--- src/rtl/qcd_pkg.sv ---
package qcd_pkg;

  typedef enum logic [2:0] {
    K_REFE = 3'd0, K_CNT = 3'd1, K_NEXT = 3'd2, K_REF = 3'd3,
    K_REFS = 3'd4, K_CALL = 3'd5, K_RET = 3'd6, K_END = 3'd7
  } tag_kind_e;

  typedef struct packed {
    logic [31:0] target;
    logic        irq;
    tag_kind_e   kind;
    logic [1:0]  prio;
    logic [9:0]  spare;
    logic [15:0] count;
  } tag_t;

  localparam logic [2:0] SEL_CTRL = 3'd0;
  localparam logic [2:0] SEL_MADR = 3'd1;
  localparam logic [2:0] SEL_TADR = 3'd2;
  localparam logic [2:0] SEL_QWC  = 3'd3;
  localparam logic [2:0] SEL_STK0 = 3'd4;

  localparam int CB_START = 8;
  localparam int CB_TIE   = 7;
  localparam int CB_SP    = 4;

endpackage

--- src/rtl/qcd_decode.sv ---
module qcd_decode
  import qcd_pkg::*;
#(
  parameter int AW      = 32,
  parameter int QB      = 16,
  parameter int STACK_D = 2
) (
  input  tag_t          tag,
  input  logic [AW-1:0] tadr,
  input  logic [1:0]    sp,
  input  logic [AW-1:0] pop_addr,
  output logic [AW-1:0] madr_nx,
  output logic [AW-1:0] tadr_nx,
  output logic [AW-1:0] ret_addr,
  output logic [15:0]   ctrl_hi,
  output logic          push,
  output logic          pop,
  output logic          stop
);
  localparam int QS = $clog2(QB);
  localparam logic [AW-1:0] ALIGN = ~AW'(QB - 1);

  logic [AW-1:0] after_tag, target_al;

  assign after_tag = tadr + AW'(QB);
  assign ret_addr  = after_tag + (AW'(tag.count) << QS);
  assign target_al = AW'(tag.target) & ALIGN;
  assign ctrl_hi   = {tag.irq, tag.kind, tag.prio, tag.spare};

  always_comb begin
    madr_nx = after_tag;
    tadr_nx = ret_addr;
    push    = 1'b0;
    pop     = 1'b0;
    stop    = 1'b0;
    case (tag.kind)
      K_REFE: begin
        madr_nx = target_al;
        tadr_nx = tadr;
        stop    = 1'b1;
      end
      K_CNT:  ;
      K_NEXT: tadr_nx = target_al;
      K_REF, K_REFS: begin
        madr_nx = target_al;
        tadr_nx = after_tag;
      end
      K_CALL: begin
        if (32'(sp) < STACK_D) begin
          push    = 1'b1;
          tadr_nx = target_al;
        end else begin
          stop = 1'b1;
        end
      end
      K_RET: begin
        if (sp != 2'd0) begin
          pop     = 1'b1;
          tadr_nx = pop_addr;
        end else begin
          stop = 1'b1;
        end
      end
      default: stop = 1'b1;
    endcase
  end
endmodule

--- src/rtl/qcd_stack.sv ---
module qcd_stack #(
  parameter int AW    = 32,
  parameter int DEPTH = 2
) (
  input  logic                      clk,
  input  logic                      rst_q_n,
  input  logic                      push,
  input  logic                      pop,
  input  logic [1:0]                sp,
  input  logic [AW-1:0]             push_data,
  input  logic [DEPTH-1:0]          sw_we,
  input  logic [AW-1:0]             sw_wdata,
  output logic [DEPTH-1:0][AW-1:0]  entries,
  output logic [AW-1:0]             pop_data
);
  for (genvar g = 0; g < DEPTH; g++) begin : g_entry
    logic load_push;
    assign load_push = push && (32'(sp) == g);
    always_ff @(posedge clk or negedge rst_q_n) begin
      if (!rst_q_n)           entries[g] <= '0;
      else if (sw_we[g])      entries[g] <= sw_wdata;
      else if (load_push)     entries[g] <= push_data;
    end
  end

  always_comb begin
    pop_data = '0;
    for (int i = 0; i < DEPTH; i++)
      if (32'(sp) == i + 1) pop_data = entries[i];
  end

  // the decoder must never push a full stack or pop an empty one
  p_push_room_r7: assert property (@(posedge clk) disable iff (!rst_q_n)
    push |-> (32'(sp) < DEPTH));
  p_pop_nonempty_r7: assert property (@(posedge clk) disable iff (!rst_q_n)
    pop |-> (sp != 2'd0));
  p_one_op_r6: assert property (@(posedge clk) disable iff (!rst_q_n)
    !(push && pop));
endmodule

--- src/rtl/qw_chain_dma.sv ---
module qw_chain_dma
  import qcd_pkg::*;
#(
  parameter int AW      = 32,
  parameter int DW      = 128,
  parameter int STACK_D = 2
) (
  input  logic          clk,
  input  logic          rst_n,
  input  logic          reg_we,
  input  logic [2:0]    reg_sel,
  input  logic [31:0]   reg_wdata,
  output logic [31:0]   reg_rdata,
  output logic          mem_req,
  output logic [AW-1:0] mem_addr,
  input  logic          mem_rvalid,
  input  logic [DW-1:0] mem_rdata,
  input  logic          mem_rerr,
  output logic          out_valid,
  input  logic          out_ready,
  output logic [DW-1:0] out_data,
  output logic          busy,
  output logic          irq_flag,
  output logic          berr_flag
);
  localparam int QB = DW / 8;
  localparam logic [AW-1:0] ALIGN = ~AW'(QB - 1);

  typedef enum logic [1:0] {ST_IDLE, ST_TAG, ST_DATA, ST_OUT} st_e;

  // asynchronous assert, synchronous release
  logic [1:0] rst_sync;
  logic       rst_q_n;
  always_ff @(posedge clk or negedge rst_n) begin
    if (!rst_n) rst_sync <= 2'b00;
    else        rst_sync <= {rst_sync[0], 1'b1};
  end
  assign rst_q_n = rst_sync[1];

  st_e           st_q, st_n;
  logic [31:0]   ctrl_q, ctrl_n;
  logic [AW-1:0] madr_q, madr_n, tadr_q, tadr_n;
  logic [15:0]   qwc_q, qwc_n;
  logic          stop_q, stop_n, ireq_q, ireq_n;
  logic          irq_q, irq_n, berr_q, berr_n;
  logic [DW-1:0] buf_q, buf_n;
  logic          buf_en;

  logic [AW-1:0] dec_madr, dec_tadr, ret_addr, pop_data;
  logic [15:0]   dec_hi;
  logic          dec_push, dec_pop, dec_stop, push, pop;
  logic [STACK_D-1:0]         stk_we;
  logic [STACK_D-1:0][AW-1:0] stk;
  tag_t          tag;
  logic          idle_wr, tag_ok;

  assign tag     = tag_t'(mem_rdata[63:0]);
  assign idle_wr = (st_q == ST_IDLE) && reg_we;
  assign tag_ok  = (st_q == ST_TAG) && mem_rvalid && !mem_rerr;
  assign push    = tag_ok && dec_push;
  assign pop     = tag_ok && dec_pop;

  qcd_decode #(.AW(AW), .QB(QB), .STACK_D(STACK_D)) i_decode (
    .tag(tag), .tadr(tadr_q), .sp(ctrl_q[CB_SP+:2]), .pop_addr(pop_data),
    .madr_nx(dec_madr), .tadr_nx(dec_tadr), .ret_addr(ret_addr),
    .ctrl_hi(dec_hi), .push(dec_push), .pop(dec_pop), .stop(dec_stop)
  );

  for (genvar g = 0; g < STACK_D; g++) begin : g_stk_we
    assign stk_we[g] = idle_wr && (reg_sel == SEL_STK0 + 3'(g));
  end

  qcd_stack #(.AW(AW), .DEPTH(STACK_D)) i_stack (
    .clk(clk), .rst_q_n(rst_q_n), .push(push), .pop(pop),
    .sp(ctrl_q[CB_SP+:2]), .push_data(ret_addr), .sw_we(stk_we),
    .sw_wdata(AW'(reg_wdata) & ALIGN), .entries(stk), .pop_data(pop_data)
  );

  // next-state logic
  always_comb begin
    st_n   = st_q;
    ctrl_n = ctrl_q;
    madr_n = madr_q;
    tadr_n = tadr_q;
    qwc_n  = qwc_q;
    stop_n = stop_q;
    ireq_n = ireq_q;
    irq_n  = irq_q;
    berr_n = berr_q;
    buf_en = 1'b0;
    buf_n  = mem_rdata;
    case (st_q)
      ST_IDLE: begin
        if (reg_we) begin
          case (reg_sel)
            SEL_CTRL: begin
              ctrl_n = reg_wdata;
              if (reg_wdata[CB_START]) begin
                st_n   = ST_TAG;
                irq_n  = 1'b0;
                berr_n = 1'b0;
              end
            end
            SEL_MADR: madr_n = AW'(reg_wdata) & ALIGN;
            SEL_TADR: tadr_n = AW'(reg_wdata) & ALIGN;
            SEL_QWC:  qwc_n  = reg_wdata[15:0];
            default: ;
          endcase
        end
      end
      ST_TAG: begin
        if (mem_rvalid) begin
          if (mem_rerr) begin
            berr_n           = 1'b1;
            ctrl_n[CB_START] = 1'b0;
            st_n             = ST_IDLE;
          end else begin
            qwc_n          = tag.count;
            ctrl_n[31:16]  = dec_hi;
            madr_n         = dec_madr;
            tadr_n         = dec_tadr;
            stop_n         = dec_stop;
            ireq_n         = ctrl_q[CB_TIE] && tag.irq;
            if (dec_push) ctrl_n[CB_SP+:2] = ctrl_q[CB_SP+:2] + 2'd1;
            if (dec_pop)  ctrl_n[CB_SP+:2] = ctrl_q[CB_SP+:2] - 2'd1;
            if (tag.count != 16'd0) begin
              st_n = ST_DATA;
            end else if (dec_stop || ireq_n) begin
              st_n             = ST_IDLE;
              ctrl_n[CB_START] = 1'b0;
              irq_n            = ireq_n;
            end
          end
        end
      end
      ST_DATA: begin
        if (mem_rvalid) begin
          if (mem_rerr) begin
            berr_n           = 1'b1;
            ctrl_n[CB_START] = 1'b0;
            st_n             = ST_IDLE;
          end else begin
            buf_en = 1'b1;
            st_n   = ST_OUT;
          end
        end
      end
      default: begin
        if (out_ready) begin
          madr_n = madr_q + AW'(QB);
          qwc_n  = qwc_q - 16'd1;
          if (qwc_q != 16'd1) begin
            st_n = ST_DATA;
          end else if (stop_q || ireq_q) begin
            st_n             = ST_IDLE;
            ctrl_n[CB_START] = 1'b0;
            irq_n            = ireq_q;
          end else begin
            st_n = ST_TAG;
          end
        end
      end
    endcase
  end

  // registers
  always_ff @(posedge clk or negedge rst_q_n) begin
    if (!rst_q_n) begin
      st_q   <= ST_IDLE;
      ctrl_q <= '0;
      madr_q <= '0;
      tadr_q <= '0;
      qwc_q  <= '0;
      stop_q <= 1'b0;
      ireq_q <= 1'b0;
      irq_q  <= 1'b0;
      berr_q <= 1'b0;
    end else begin
      st_q   <= st_n;
      ctrl_q <= ctrl_n;
      madr_q <= madr_n;
      tadr_q <= tadr_n;
      qwc_q  <= qwc_n;
      stop_q <= stop_n;
      ireq_q <= ireq_n;
      irq_q  <= irq_n;
      berr_q <= berr_n;
    end
  end

  always_ff @(posedge clk or negedge rst_q_n) begin
    if (!rst_q_n)    buf_q <= '0;
    else if (buf_en) buf_q <= buf_n;
  end

  assign mem_req   = (st_q == ST_TAG) || (st_q == ST_DATA);
  assign mem_addr  = (st_q == ST_TAG) ? tadr_q : madr_q;
  assign out_valid = (st_q == ST_OUT);
  assign out_data  = buf_q;
  assign busy      = (st_q != ST_IDLE);
  assign irq_flag  = irq_q;
  assign berr_flag = berr_q;

  always_comb begin
    case (reg_sel)
      SEL_CTRL: reg_rdata = ctrl_q;
      SEL_MADR: reg_rdata = 32'(madr_q);
      SEL_TADR: reg_rdata = 32'(tadr_q);
      SEL_QWC:  reg_rdata = {16'd0, qwc_q};
      default: begin
        reg_rdata = '0;
        for (int i = 0; i < STACK_D; i++)
          if (reg_sel == SEL_STK0 + 3'(i)) reg_rdata = 32'(stk[i]);
      end
    endcase
  end

  // only aligned addresses leave the channel
  p_aligned_r3: assert property (@(posedge clk) disable iff (!rst_q_n)
    mem_req |-> (mem_addr[3:0] == 4'd0));
  // a stalled quadword holds
  p_hold_r8: assert property (@(posedge clk) disable iff (!rst_q_n)
    (out_valid && !out_ready) |=> (out_valid && $stable(out_data)));
  // one count per accepted quadword
  p_count_step_r8: assert property (@(posedge clk) disable iff (!rst_q_n)
    (out_valid && out_ready) |=> (qwc_q == $past(qwc_q) - 16'd1));
  // a read error stops the channel
  p_berr_stop_r10: assert property (@(posedge clk) disable iff (!rst_q_n)
    (mem_req && mem_rvalid && mem_rerr) |=> (berr_flag && !busy));
  // every stop clears the start bit
  p_start_clear_r11: assert property (@(posedge clk) disable iff (!rst_q_n)
    $fell(busy) |-> !ctrl_q[CB_START]);
  // the interrupt flag only rises as the channel stops
  p_irq_stop_r9: assert property (@(posedge clk) disable iff (!rst_q_n)
    $rose(irq_flag) |-> !busy);
endmodule

--- config.mk ---
export PLATFORM = sky130hd
export DESIGN_NAME = qw_chain_dma
export DESIGN_NICKNAME = d
export VERILOG_FILES = /design/src/rtl/qcd_pkg.sv /design/src/rtl/qcd_decode.sv /design/src/rtl/qcd_stack.sv /design/src/rtl/qw_chain_dma.sv
export SDC_FILE = /design/constraint.sdc
export NUM_CORES = 1
export LEC_CHECK = 0
export BUFFER_PORTS_ARGS = -buffer_cell sky130_fd_sc_hd__buf_2
export CAP_MARGIN = 20
export CORE_MARGIN = 3
export CORE_UTILIZATION = 31
export CTS_CLUSTER_DIAMETER = 50
export DETAILED_ROUTE_END_ITERATION = 16
export GPL_TIMING_DRIVEN = 1
export PLACE_DENSITY = 0.55
export SYNTH_ARGS = -nofsm -noshare
export SYNTH_HDL_FRONTEND = slang
export SYNTH_HIERARCHICAL = 1
export SYNTH_SLANG_ARGS = --single-unit
export TNS_END_PERCENT = 5
--- constraint.sdc ---
create_clock -name clk -period 19.6 [get_ports clk]
set_input_delay 0.98 -clock clk [delete_from_list [all_inputs] [get_ports clk]]
set_output_delay 0.98 -clock clk [all_outputs]
set_load 0.1 [all_outputs]
# Word-level counts from Yosys, hierarchy flattened
# Cells that the tools add are included.
[totals]
reg_bits = 312
out_inout_bits = 197
word_cells = 194
[op_classes]
n_addsub = 6
magnitude_cmp = 1
eq_ne = 38
n_mux = 88
n_bitwise = 2
n_reduce_logical = 43
[op_table]
columns = ["cell", "n"]
rows = [
  ["$mux 32", 23],
  ["$pmux 32 s5", 1],
  ["$pmux 32 s4", 1],
  ["$mux 16", 7],
  ["$pmux 32 s3", 1],
  ["$add 32x5->32 const B", 2],
  ["$pmux 32 s2", 1],
  ["$pmux 16 s3", 1],
  ["$add 32x20->32", 1],
  ["$pmux 16 s2", 1],
  ["$mux 1", 31],
  ["$mux 2", 15],
  ["$reduce_and 6->1", 5],
  ["$ne 2x2->1 const B", 9],
  ["$ne 16x1->1 const B", 1],
  ["$reduce_bool 16->1", 1],
  ["$sub 16x1->16 const B", 1],
  ["$eq 3x3->1 const B", 5],
  ["$eq 3x2->1 const B", 4],
  ["$ne 2x1->1 const B", 6],
  ["$reduce_bool 2->1", 6],
  ["$reduce_and 11->1", 1],
  ["$reduce_and 10->1", 1],
  ["$logic_and 1x1->1", 9],
  ["other kinds (27)", 44],
]

# Logic depth before layout (Yosys ltp)
[logic_depth]
ltp_word = 9
ltp_mapped = 17
ltp_nobuf = 17

# Hierarchy
# The synthesis kept the hierarchy.
[modules_own_cells]
columns = ["module", "instances", "cells_per_inst", "area_per_inst_um2", "seq_area_each_um2"]
rows = [
  ["qw_chain_dma", 1, 1240, 13103.8, 6206.0],
  ["qcd_stack", 1, 250, 3557.2, 1601.5],
  ["qcd_decode", 1, 438, 3017.9, 0.0],
]

# Worst setup path after synthesis
# No wires, ideal clock.
[synth_timing]
kind = "input-to-output"
from = "input port reg_sel[2]"
to = "output port reg_rdata[10]"
arrival_time_ns = 3.514
path_slack_ns = 15.106
path_stages = 5
path_buffers = 2
cell_sequence = "clkbuf_1 > nor2b_1 > clkbuf_1 > a22oi_1 > o22ai_1"
[synth_between]
elab_chain_len = 4
elab_cells_between_ends = 9
classes_between = "5 x eq/ne; 3 x mux; 1 x reduce/logical"
[synth_rtl]
columns = ["item", "line", "rtl"]
rows = [
  ["from (decl)", "qw_chain_dma.sv:11", "input logic [2:0] reg_sel,"],
  ["$eq 3x3->1", "qw_chain_dma.sv:213", "if (reg_sel == SEL_STK0 + 3'(i)) reg_rdata = 32'(stk[i]);"],
  ["$mux 32 (2 in series)", "qw_chain_dma.sv:213", ""],
  ["$pmux 32 s4 (*)", "qw_chain_dma.sv:205", "case (reg_sel)"],
  ["to (decl)", "qw_chain_dma.sv:13", "output logic [31:0] reg_rdata,"],
]
# Mark *: on every way between the ends. The rest lies on a longest branch, timed or not.

# Worst setup path in the final report
[layout_timing]
from = "input port reg_sel[2]"
to = "output port reg_rdata[3]"
# The elaborated chain is that of the path after synthesis.

==> out/results.tsv <==
stage	metric	value	unit
timing	Setup Viol. Count Final	0	
grt	first-pass GRT wire length	115000	µm
timing	unrepaired setup endpoints after global routing	no	
timing	final worst path period share	24.9	%
worst_setup_path	worst-path fanout max	42	
timing	Slew headroom	22.0	%
worst_setup_path	worst path cell trace	buf_2 > buf_4 > nand2b_1 > o22ai_1 > buf_2	
cells_and_area	register area	0.00781	mm²
grt	grt met2 use	36.4	%
die	io pins	366	
route	First-pass DRT Iterations	8	
hold_path	Hold WC Path Type	in2async	
timing	Fin. Hold Viols	0	
route	initial drt markers	1607	
route	DR vias	17800	
clock_tree	CTS-repair resized insts	0	
route	Routed Antenna Nets	0	
yosys	mapped cell area	0.0197	mm²
worst_setup_path	CP arrival	3.90	ns
timing	Max Clock Skew	0.0251	ns
grt	antenna violations before repair	4	
cells_and_area	Multi-input gate area	0.0110	mm²
cells_and_area	synth-to-layout area growth	21.7	%
cells_and_area	FILL cells	6239	
clock_tree	postcts setup bufs	0	
run	Max Cap Violations	0	
clock_tree	Bufs on Longest Clock Path	3	
die	core area	0.0623	mm²
die	Rows	91	
worst_setup_path	flop2flop setup slack	15.00	ns
clock_tree	CTS buffer count	54	
route	DRC Markers	0	
clock_tree	H-tree depth reported by CTS	2	
die	die area	0.0665	mm²
placed_design	gpl congestion	0.910	
timing	TNS Setup	0	ns
route	Routed wire per std cell	25.0	µm
worst_setup_path	WP buf/inv	3	
clock_tree	CTS Hold Bufs	0	
worst_setup_path	Req. time, crit path	18.62	ns
grt	largest net degree at the start of global routing	74	
die	Initial Util	31.6	%
yosys	YS warnings	6	
grt	global-route usage over all layers	22.4	%
placed_design	Port Buffers	365	
timing	Max Slew Vio Count	0	
clock_tree	CTS tree	yes	
clock_tree	CTS Sinks	312	
cells_and_area	share of layout cells above drive strength 1	38.4	%
route	post-DR vias/cell	5.74	
worst_setup_path	Crit-path slowest cell	nand2b_1	
placed_design	HPWL after DPL	54100	µm
worst_setup_path	Setup CP Type	in2out	
timing	Final min period	4.88	ns
placed_design	DP Area	0.0221	mm²
grt	grt met1 use	29.6	%
worst_setup_path	Startpoint Class	primary input	
worst_setup_path	CP delay by family, top	buffers and inverters	
grt	number of global-route vias before repair	17700	
worst_setup_path	slowest stage delay, CP	0.79	ns
yosys	syn avg cell area	10.2	µm²
route	WL final	77700	µm
die	chip height	258	µm
die	die width	258	µm
grt	met3 Use GR	4.14	%
worst_setup_path	CP endpoint kind	output port	
grt	Top Usage Layer GRT	met2	
run_status	status	finished clean	
cells_and_area	fin area	0.0239	mm²
timing	worst slew pin tran	1.17	ns
yosys	Synth Instances	1927	
timing	Max Fclk	0.205	GHz
clock_tree	clock tree root buffer cell	clkbuf_16	
clock_tree	later-pin clock latency in the skew report	0.60	ns
worst_setup_path	most frequent CP cell	buf_2	
clock_tree	Clk pin slew, worst setup/hold paths	0.05	ns
grt	grt ovf	0	
cells_and_area	Nets	2421	
cell type report:
| cell class | count | area share [%] |
|---|---|---|
| Multi-Input combinational cell | 1419 | 45.9 |
| Clock buffer | 62 | 6.03 |
| Timing Repair Buffer | 400 | 8.76 |
| Inverter | 39 | 0.611 |
| Antenna cell | 4 | 0.0418 |
| Clock inverter | 37 | 1.65 |
| Sequential cell | 312 | 32.6 |
| Tap cell | 837 | 4.37 |
sequential cells by signal, summed over array words and instances, names as in the netlist, 2 cells and up:
register and flops:
st_q 2, qwc_q 16, tadr_q 32, out_data 128, madr_q 32, rst_sync 2, ctrl_q 32, i_stack/entries 64
worst reg2reg max path, stage by stage (launching register included):
cell and delay, ns:
dfrtp_1 0.51, ha_1 0.29, nand3_1 0.21, or2_2 0.42, xnor2_1 0.18, ha_1 0.39
and2_0 0.30, nand4_1 0.14, a31o_2 0.25, a41oi_1 0.52, nand4_2 0.30, nor3_2 0.31
xnor2_1 0.14, mux2_2 0.28, mux2_2 0.26
per-layer routing:
layer | share of wire (%) | vias to the layer above
met3 | 7.9 | 161
li1 | - | 7843
met4 | 3.6 | 0
met5 | 0 | -
met1 | 42 | 8934
met2 | 47 | 911
placed cells by master, fill, tap and decap left out, drive strengths merged, types with 18 or more instances in the layout:
| cell type | n |
|---|---|
| a21oi | 110 |
| mux2 | 343 |
| a22o | 50 |
| nand4 | 24 |
| ha | 25 |
| dfrtp | 312 |
| nor3 | 20 |
| buf | 400 |
| nand3 | 47 |
| a31oi | 18 |
| mux2i | 66 |
| inv | 47 |
| nor4 | 19 |
| o22ai | 37 |
| a22oi | 60 |
| xnor2 | 33 |
| clkbuf | 62 |
| nor2 | 136 |
| a222oi | 33 |
| o21ai | 101 |
| nand2 | 97 |
worst paths after layout:
kind	from	end	cells past startpoint
min in group clk	rst_sync[0]$_DFF_PN0_	rst_sync[1]$_DFF_PN0_	0
max in group asynchronous	rst_sync[1]$_DFF_PN0_	tadr_q[1]$_DFFE_PN0P_	2
setup reg to reg	tadr_q[4]$_DFFE_PN0P_	i_stack/entries[63]$_DFFE_PN0P_	14
hold / removal	rst_n	rst_sync[1]$_DFF_PN0_	1
hold reg to reg	rst_sync[0]$_DFF_PN0_	rst_sync[1]$_DFF_PN0_	0
setup / recovery	reg_sel[2]	reg_rdata[3]	5
through the flow:
step	hold WS (ns)	instances	util, %	worst slack (ns)
floorplan	0.331	1934	-	10.26
global placement	0.339	3004	35.4	14.88
detailed placement	0.340	3007	35.5	14.87
CTS	0.125	3106	38.4	14.86
global route	0.146	3108	38.4	14.73
finish	0.168	3110	38.4	14.72
Power is left out: the tool's default activity adds up to more than one toggle a clock period on the data nets, which glitch-free logic cannot reach.
